[config.mk]
export PLATFORM = sky130hd
export DESIGN_NAME = mu_regif
export DESIGN_NICKNAME = d
export VERILOG_FILES = /design/src/rtl/mu_pkg.sv /design/src/rtl/mu_rx_queue.sv /design/src/rtl/mu_irq_ctrl.sv /design/src/rtl/mu_reg_read.sv /design/src/rtl/mu_regif.sv
export SDC_FILE = /design/constraint.sdc
export NUM_CORES = 1
export LEC_CHECK = 0
export BUFFER_PORTS_ARGS = -buffer_cell sky130_fd_sc_hd__buf_4
export CORE_ASPECT_RATIO = 0.9
export CORE_MARGIN = 1.5
export CORE_UTILIZATION = 35
export DETAILED_ROUTE_END_ITERATION = 16
export GPL_ROUTABILITY_DRIVEN = 0
export HOLD_SLACK_MARGIN = 0.06
export PLACE_DENSITY = 0.56
export SETUP_SLACK_MARGIN = 0.5
export SYNTH_ARGS = -nofsm -noshare
export SYNTH_HDL_FRONTEND = slang
export SYNTH_HIERARCHICAL = 1
export SYNTH_SLANG_ARGS = --single-unit
[constraint.sdc]
create_clock -name clk -period 9.2 [get_ports clk]
set_input_delay 1.38 -clock clk [delete_from_list [all_inputs] [get_ports clk]]
set_output_delay 1.38 -clock clk [all_outputs]
set_load 0.005 [all_outputs]
[src/rtl/mu_pkg.sv]
package mu_pkg;
   // Word indices (byte offset / 4) that driver software decodes.
   localparam logic [5:0] W_IRQ_SUM = 6'h00;
   localparam logic [5:0] W_ENABLES = 6'h01;
   localparam logic [5:0] W_DATA    = 6'h10;
   localparam logic [5:0] W_IEN     = 6'h11;
   localparam logic [5:0] W_IID     = 6'h12;
   localparam logic [5:0] W_LSTAT   = 6'h15;
   localparam logic [5:0] W_CTRL    = 6'h18;
   localparam logic [5:0] W_XSTAT   = 6'h19;

   // Fixed status patterns.
   localparam logic [31:0] IID_BASE   = 32'h0000_00C0;
   localparam logic [31:0] IEN_BASE   = 32'h0000_00C0;
   localparam logic [31:0] LSTAT_BASE = 32'h0000_0060;
   localparam logic [31:0] XSTAT_BASE = 32'h0000_030E;
   localparam logic [31:0] CTRL_VAL   = 32'h0000_0003;
   localparam logic [31:0] ENA_VAL    = 32'h0000_0001;

   localparam int XSTAT_CNT_LSB = 16;

   typedef struct packed {
      logic       rx_en;
      logic       tx_en;
   } ien_t;
endpackage

[src/rtl/mu_rx_queue.sv]
module mu_rx_queue #(
   parameter int DEPTH  = 8,
   parameter int BYTE_W = 8,
   localparam int PTR_W = (DEPTH > 1) ? $clog2(DEPTH) : 1,
   localparam int CNT_W = $clog2(DEPTH + 1)
) (
   input  logic              clk,
   input  logic              rst_n,
   input  logic              push,
   input  logic [BYTE_W-1:0] push_data,
   input  logic              pop,
   input  logic              flush,
   output logic [BYTE_W-1:0] head,
   output logic [CNT_W-1:0]  count,
   output logic              full,
   output logic              nonempty
);
   localparam logic [CNT_W-1:0] DEPTH_C = CNT_W'(DEPTH);
   localparam logic [CNT_W:0]   DEPTH_W = (CNT_W + 1)'(DEPTH);
   localparam logic [PTR_W-1:0] LAST_P  = PTR_W'(DEPTH - 1);

   logic [BYTE_W-1:0] slot_q [DEPTH];
   logic [PTR_W-1:0]  rd_ptr_q;
   logic [CNT_W-1:0]  cnt_q;
   logic [PTR_W-1:0]  wr_slot;
   logic [PTR_W-1:0]  rd_next;
   logic              do_push;
   logic              do_pop;

   assign full     = (cnt_q == DEPTH_C);
   assign nonempty = (cnt_q != '0);
   assign do_push  = push && !full && !flush;
   assign do_pop   = pop && nonempty && !flush;
   assign head     = slot_q[rd_ptr_q];
   assign count    = cnt_q;

   // Pointer arithmetic: natural wrap for power-of-two depths, compare otherwise.
   if ((DEPTH & (DEPTH - 1)) == 0) begin : g_pow2
      logic [CNT_W:0] sum_full;
      assign sum_full = {{(CNT_W + 1 - PTR_W){1'b0}}, rd_ptr_q} + {1'b0, cnt_q};
      assign wr_slot  = sum_full[PTR_W-1:0];
      assign rd_next  = rd_ptr_q + PTR_W'(1);
   end else begin : g_mod
      logic [CNT_W:0] sum_full;
      logic [CNT_W:0] sum_wrap;
      assign sum_full = {{(CNT_W + 1 - PTR_W){1'b0}}, rd_ptr_q} + {1'b0, cnt_q};
      assign sum_wrap = (sum_full >= DEPTH_W) ? (sum_full - DEPTH_W) : sum_full;
      assign wr_slot  = sum_wrap[PTR_W-1:0];
      assign rd_next  = (rd_ptr_q == LAST_P) ? '0 : rd_ptr_q + PTR_W'(1);
   end

   always_ff @(posedge clk or negedge rst_n) begin
      if (!rst_n) begin
         for (int i = 0; i < DEPTH; i++) slot_q[i] <= '0;
      end else if (do_push) begin
         slot_q[wr_slot] <= push_data;
      end
   end

   always_ff @(posedge clk or negedge rst_n) begin
      if (!rst_n) begin
         rd_ptr_q <= '0;
         cnt_q    <= '0;
      end else begin
         if (do_pop) rd_ptr_q <= rd_next;
         if (flush) begin
            cnt_q <= '0;
         end else begin
            case ({do_push, do_pop})
               2'b10:   cnt_q <= cnt_q + CNT_W'(1);
               2'b01:   cnt_q <= cnt_q - CNT_W'(1);
               default: cnt_q <= cnt_q;
            endcase
         end
      end
   end
endmodule

[src/rtl/mu_irq_ctrl.sv]
module mu_irq_ctrl (
   input  logic       clk,
   input  logic       rst_n,
   input  logic       ien_we,
   input  logic [1:0] ien_wdata,
   input  logic       rx_nonempty,
   output mu_pkg::ien_t ien,
   output logic       pending
);
   mu_pkg::ien_t ien_q;

   always_ff @(posedge clk or negedge rst_n) begin
      if (!rst_n) begin
         ien_q <= '0;
      end else if (ien_we) begin
         ien_q.rx_en <= ien_wdata[0];
         ien_q.tx_en <= ien_wdata[1];
      end
   end

   assign ien     = ien_q;
   // Transmit drains instantly, so its request is simply its enable.
   assign pending = (ien_q.rx_en && rx_nonempty) || ien_q.tx_en;
endmodule

[src/rtl/mu_reg_read.sv]
module mu_reg_read #(
   parameter int CNT_W  = 4,
   parameter int BYTE_W = 8
) (
   input  logic [5:0]        word_idx,
   input  logic              aligned,
   input  mu_pkg::ien_t      ien,
   input  logic              pending,
   input  logic [CNT_W-1:0]  count,
   input  logic [BYTE_W-1:0] head,
   output logic [31:0]       rdata
);
   import mu_pkg::*;

   logic        nonempty;
   logic [31:0] iid_word;
   logic [31:0] xstat_word;
   logic [31:0] lstat_word;

   assign nonempty = (count != '0);

   always_comb begin
      iid_word = IID_BASE;
      iid_word[2] = nonempty;
      iid_word[1] = !nonempty;
      iid_word[0] = !pending;
   end

   always_comb begin
      lstat_word    = LSTAT_BASE;
      lstat_word[0] = nonempty;
   end

   always_comb begin
      xstat_word = XSTAT_BASE;
      xstat_word[0] = nonempty;
      xstat_word[XSTAT_CNT_LSB +: CNT_W] = count;
   end

   always_comb begin
      rdata = '0;
      if (aligned) begin
         case (word_idx)
            W_IRQ_SUM: rdata = {31'd0, pending};
            W_ENABLES: rdata = ENA_VAL;
            W_DATA:    rdata = {{(32 - BYTE_W){1'b0}}, head};
            W_IEN:     rdata = IEN_BASE | {30'd0, ien.tx_en, ien.rx_en};
            W_IID:     rdata = iid_word;
            W_LSTAT:   rdata = lstat_word;
            W_CTRL:    rdata = CTRL_VAL;
            W_XSTAT:   rdata = xstat_word;
            default:   rdata = '0;
         endcase
      end
   end
endmodule

[src/rtl/mu_regif.sv]
module mu_regif #(
   parameter int DEPTH  = 8,
   parameter int BYTE_W = 8,
   localparam int CNT_W = $clog2(DEPTH + 1)
) (
   input  logic              clk,
   input  logic              rst_n,
   input  logic              req_valid,
   input  logic              req_write,
   input  logic [7:0]        req_addr,
   input  logic [31:0]       req_wdata,
   output logic              rsp_valid,
   output logic [31:0]       rsp_rdata,
   input  logic              rx_valid,
   input  logic [BYTE_W-1:0] rx_data,
   output logic              rx_ready,
   output logic              tx_valid,
   output logic [BYTE_W-1:0] tx_data,
   output logic              irq
);
   import mu_pkg::*;

   if (DEPTH < 2) begin : g_bad_depth
      $error("mu_regif: DEPTH must be at least 2");
   end
   if (BYTE_W < 1 || BYTE_W > 16) begin : g_bad_byte
      $error("mu_regif: BYTE_W must be 1..16");
   end
   if (XSTAT_CNT_LSB + CNT_W > 32) begin : g_bad_cnt
      $error("mu_regif: fill level does not fit the status word");
   end

   logic [5:0]        word_idx;
   logic              aligned;
   logic              wr_req;
   logic              rd_req;
   logic              hit_data;
   logic              hit_ien;
   logic              hit_iid;
   logic              q_flush;
   logic              q_pop;
   logic              q_full;
   logic              q_nonempty;
   logic [CNT_W-1:0]  q_count;
   logic [BYTE_W-1:0] q_head;
   ien_t              ien;
   logic              pending;
   logic [31:0]       rd_word;
   logic              rsp_valid_q;
   logic [31:0]       rsp_rdata_q;
   logic              tx_valid_q;
   logic [BYTE_W-1:0] tx_data_q;
   logic              unused_wdata_hi;

   assign word_idx = req_addr[7:2];
   assign aligned  = (req_addr[1:0] == 2'b00);
   assign wr_req   = req_valid && req_write;
   assign rd_req   = req_valid && !req_write;
   assign hit_data = aligned && (word_idx == W_DATA);
   assign hit_ien  = aligned && (word_idx == W_IEN);
   assign hit_iid  = aligned && (word_idx == W_IID);

   assign q_flush  = wr_req && hit_iid && req_wdata[1];
   assign q_pop    = rd_req && hit_data;
   assign rx_ready = !q_full && !q_flush;

   assign unused_wdata_hi = ^req_wdata[31:BYTE_W];

   mu_rx_queue #(
      .DEPTH  (DEPTH),
      .BYTE_W (BYTE_W)
   ) i_queue (
      .clk       (clk),
      .rst_n     (rst_n),
      .push      (rx_valid),
      .push_data (rx_data),
      .pop       (q_pop),
      .flush     (q_flush),
      .head      (q_head),
      .count     (q_count),
      .full      (q_full),
      .nonempty  (q_nonempty)
   );

   mu_irq_ctrl i_irq (
      .clk         (clk),
      .rst_n       (rst_n),
      .ien_we      (wr_req && hit_ien),
      .ien_wdata   (req_wdata[1:0]),
      .rx_nonempty (q_nonempty),
      .ien         (ien),
      .pending     (pending)
   );

   mu_reg_read #(
      .CNT_W  (CNT_W),
      .BYTE_W (BYTE_W)
   ) i_rdmux (
      .word_idx (word_idx),
      .aligned  (aligned),
      .ien      (ien),
      .pending  (pending),
      .count    (q_count),
      .head     (q_head),
      .rdata    (rd_word)
   );

   always_ff @(posedge clk or negedge rst_n) begin
      if (!rst_n) begin
         rsp_valid_q <= 1'b0;
         rsp_rdata_q <= '0;
      end else begin
         rsp_valid_q <= rd_req;
         rsp_rdata_q <= rd_req ? rd_word : '0;
      end
   end

   always_ff @(posedge clk or negedge rst_n) begin
      if (!rst_n) begin
         tx_valid_q <= 1'b0;
         tx_data_q  <= '0;
      end else begin
         tx_valid_q <= wr_req && hit_data;
         if (wr_req && hit_data) tx_data_q <= req_wdata[BYTE_W-1:0];
      end
   end

   assign rsp_valid = rsp_valid_q;
   assign rsp_rdata = rsp_rdata_q;
   assign tx_valid  = tx_valid_q;
   assign tx_data   = tx_data_q;
   assign irq       = pending;
endmodule

==> reports/summary.md <==
In this run, synthesis produced a sequential element count of 115. Traced cell by cell, the critical path runs through buf_4 > nor2b_2 > inv_1 > nor3_1 > o2111a_1 > ha_1 > a21o_1 > a21oi_1 > mux2_1 > a2bb2oi_1. Global-route wire length before repair: 19020 um. The number of flops mapped to enable cells by yosys was 0. Share of power burned in registers: 40.6%. The worst slew margin relative to its limit was 30.88%; the number of slew-limit violations in the final report was 0.

For this run, the leading register cell type out of synthesis is sky130_fd_sc_hd__dfrtp_1. The clock period minus final worst setup slack is 4.317 ns. The number of input and output port buffers inserted is 72. Per report_power, the combinational group accounts for 27.0% of the total. The synthesized area per cell is 14.21 sq um. The startpoint identified for the worst hold timing path is i_queue/slot_q[42]. The floorplan has 43 rows. The layout has 1408 filler cells. The switching power is 516.5 uW, and the count of non-filler cells in the finished layout is 689. The final-report hold violation count is 0.

The total global-route track usage was 15.36%; the initial antenna violation count was 0. The type of element capturing the critical path is a flop. Once placement completed, the tool counted placed cells totaling 658. The detail route stage leaves a number of antenna-violating nets equal to 0.

In the synthesized netlist, the number of instances is 396. TritonCTS built the clock tree. Counting every sink on the clock net gives 115. Largest buffer count on any clock path: 2.

The highest clock frequency the design can meet was 0.2317 GHz; the number of synthesis warnings was 6. The clock-pin slew on the worst setup and hold paths was 0.05 ns. Pin placement for this block handled 97 I/O pins.

The logs give 0 for the buffers inserted during post-CTS setup optimization and 534 for the final net count. Of the cells placed in the final design, the portion with a size suffix greater than 1 is 48.25%. The tools report the die outline area as 16850 sq um. The first detailed-routing pass ran for 4 iterations. Buffers inserted to repair hold after CTS numbered 0. Between clock sinks in the finished design, the worst skew comes to 0.009953 ns.

The internal power of the cells totals 1.341 mW. Clock latency on the worst-skew pair, taken at its later pin, is 0.41 ns. The number of cells traversed by the worst hold path works out to 1. For flop-to-flop paths, the worst setup slack is 5.50 ns. The total area inside the core boundary comes to 15550 sq um.

The element type at the critical path start was a primary input. Data arrives at the worst endpoint at 4.60 ns. The final routed wire length divided by cell count was 17.09 um; the aggregate routed wire length was 11770 um. The tools report the master cell of the clock root buffer as sky130_fd_sc_hd__clkbuf_16. The reported leakage power was 3.125 nW. The clock network burns 32.4% of the power. Path type of the worst min-delay path: flop to flop. The violation count after the first detailed-route iteration is 196, and the die span in y is 123.3 um. For the worst setup path, the data required time is 9.48 ns. The clock buffer count from CTS is 17, and the async set-reset flop share out of synthesis is 100.0%. Summing over every cut layer, the via total after detailed routing is 3311.

The run finished with clean final reports. The slowest stage of the critical path is the sky130_fd_sc_hd__nor2b_2 cell. For the pin with the worst max-slew slack, the measured transition is 1.032 ns. The via count of the first global-routing pass was 3503; the total negative slack for setup checks was 0 ns.

For hold timing, the worst endpoint is i_queue/slot_q[42]. The tools report the largest net degree at the start of global routing as 80. The sequential cell area fraction in the yosys report was 51.15%. Source of the worst register-to-register timing path: i_queue/rd_ptr_q[1]. The stage delay of the slowest cell on the critical path is 0.79 ns, and the distinct cell type count of the synthesized netlist is 61. Gates resized during post-CTS repair numbered 0. In this run the worst path has a maximum fanout of 34.

The number of violations of the max-capacitance limit is 0. Setup repair after global routing left no endpoint under its margin. The tools report the post-DP HPWL as 7878 um. The share of the clock period used by the worst path is 46.92%. The final setup violation count is 0. The worst setup path is of the primary input to flop kind. Dividing total power by cell area gives a power density of 271.4 nW/um^2.

Net switching is 27.81% of the power. The CTS H-tree depth is 4, and the area added between synthesis and finish is 21.64%. For the worst flop-to-flop path, the logic depth is 6. The worst register-to-register path ends at i_queue/slot_q[26]. In the routed design, unresolved DRC markers number 0. The width of the die works out to 136.7 um. The remaining global-route overflow is 0. Once the floorplan was initialized, standard cells occupied 36.19% of the core. The number of antenna diodes in the final layout is 0.

Using the TritonRoute via totals, the vias-per-cell ratio works out to 4.806. The worst vdd rail ir drop is 0.1207 mV, and the area of the mapped netlist is 5627 sq um.
-- cells by family after synthesis --
kind of cell / count (synthesis) / synth area share (%)
simple gates: 100 / 13.36
compound gates: 23 / 3.936
mux: 103 / 23.82
flops: 115 / 51.15
buf+inv: 41 / 4.581
fa+ha+maj: 6 / 1.601
xor+xnor: 7 / 1.490
other cells: 1 / 0.06665
-- state kept, by name, indices dropped and copies added (netlist names) --
name	flops
i_queue/count	4
i_queue/rd_ptr_q	3
i_irq/ien	2
tx_data	8
rsp_rdata	32
i_queue/slot_q	64
rsp_valid	1
tx_valid	1
-- worst max-delay path: cells and delay by family --
kind | cells | cell delay (ns)
compound gates | 4 | 1.01
fa+ha+maj | 1 | 0.30
buf+inv | 2 | 0.21
mux | 1 | 0.34
simple gates | 2 | 1.36
-- per-stage QoR --
stage                     setup WS (ns)  area (sq um)  utilization [%]  power [mW]  hold slack, ns
after floorplan                   4.590          5690                -       1.138          0.4741
after global placement            4.514          6291            40.46       1.243          0.4825
after detailed placement          4.464          6291            40.46       1.268          0.4895
after CTS                         4.885          6844            44.02       1.880          0.5008
after global routing              4.549          6844            44.02       1.963          0.5076
final                             4.883          6844            44.02       1.858          0.4984
-- power by group through the flow --
stage	clock [mW]	combinational (mW)	sequential, mW
finish	0.602	0.501	0.755
global placement	0	0.491	0.752
detailed placement	0	0.507	0.761
floorplan	0	0.406	0.733
global route	0.642	0.545	0.776
CTS	0.617	0.509	0.754
-- cell usage after synthesis, types with 4 or more instances --
cell                       instances  area share, %
sky130_fd_sc_hd__nand4_2           4           0.89
sky130_fd_sc_hd__and3_1            5           0.56
sky130_fd_sc_hd__inv_1             9           0.60
sky130_fd_sc_hd__clkbuf_1          5           0.33
sky130_fd_sc_hd__ha_1              4           0.89
sky130_fd_sc_hd__nor2_1           13           0.87
sky130_fd_sc_hd__buf_2             4           0.36
sky130_fd_sc_hd__buf_4            20            2.7
sky130_fd_sc_hd__mux4_2           16            6.4
sky130_fd_sc_hd__and2_1           34            3.8
sky130_fd_sc_hd__or4_4             4           0.80
sky130_fd_sc_hd__nor3_1            4           0.36
sky130_fd_sc_hd__mux2_2           82             16
sky130_fd_sc_hd__dfrtp_1         115             51
sky130_fd_sc_hd__nand2_1           7           0.47
-- cell usage in the layout (no fill, tap or decap), drive strengths merged, types with 5 or more instances in the layout --
cell type	instances
nor3	7
conb	18
or4	5
inv	9
nand2	7
and2	34
clkbuf	27
mux2	84
dfrtp	115
nor2	15
mux4	16
and3	6
buf	75
-- layer usage --
layer / track usage [%] / share of wire [%] / up-vias / wire [um]
li1: - / - / 1563 / -
met1: 21.60 / 50 / 1685 / 5859
met5: 0 / 0 / - / 0
met4: 5.785 / 1.3 / 0 / 148
met2: 22.42 / 45 / 55 / 5346
met3: 4.469 / 3.6 / 8 / 419
-- how the worst max path moves through the flow --
| stage | start | to | slack, ns | cells after the start |
|---|---|---|---|---|
| floorplan | req_addr[5] | i_queue/count[3] | 4.59 | 9 |
| global placement | req_write | i_queue/count[3] | 4.51 | 10 |
| detailed placement | req_write | i_queue/count[3] | 4.46 | 10 |
| CTS | req_write | i_queue/count[3] | 4.89 | 10 |
| global route | req_write | i_queue/count[3] | 4.55 | 10 |
| finish | req_write | i_queue/count[3] | 4.88 | 10 |
-- cell type report --
type | count | area [sq um] | area share [%]
sequential | 115 | 2878 | 42.05
inverter | 9 | 33.78 | 0.4936
clock buffer | 27 | 533.0 | 7.788
tap | 202 | 252.7 | 3.693
timing repair buffer | 75 | 563.0 | 8.227
multi-input combinational | 257 | 2564 | 37.46
clock inverter | 4 | 20.02 | 0.2925
Note: power is estimated with default switching activity, not from simulation.
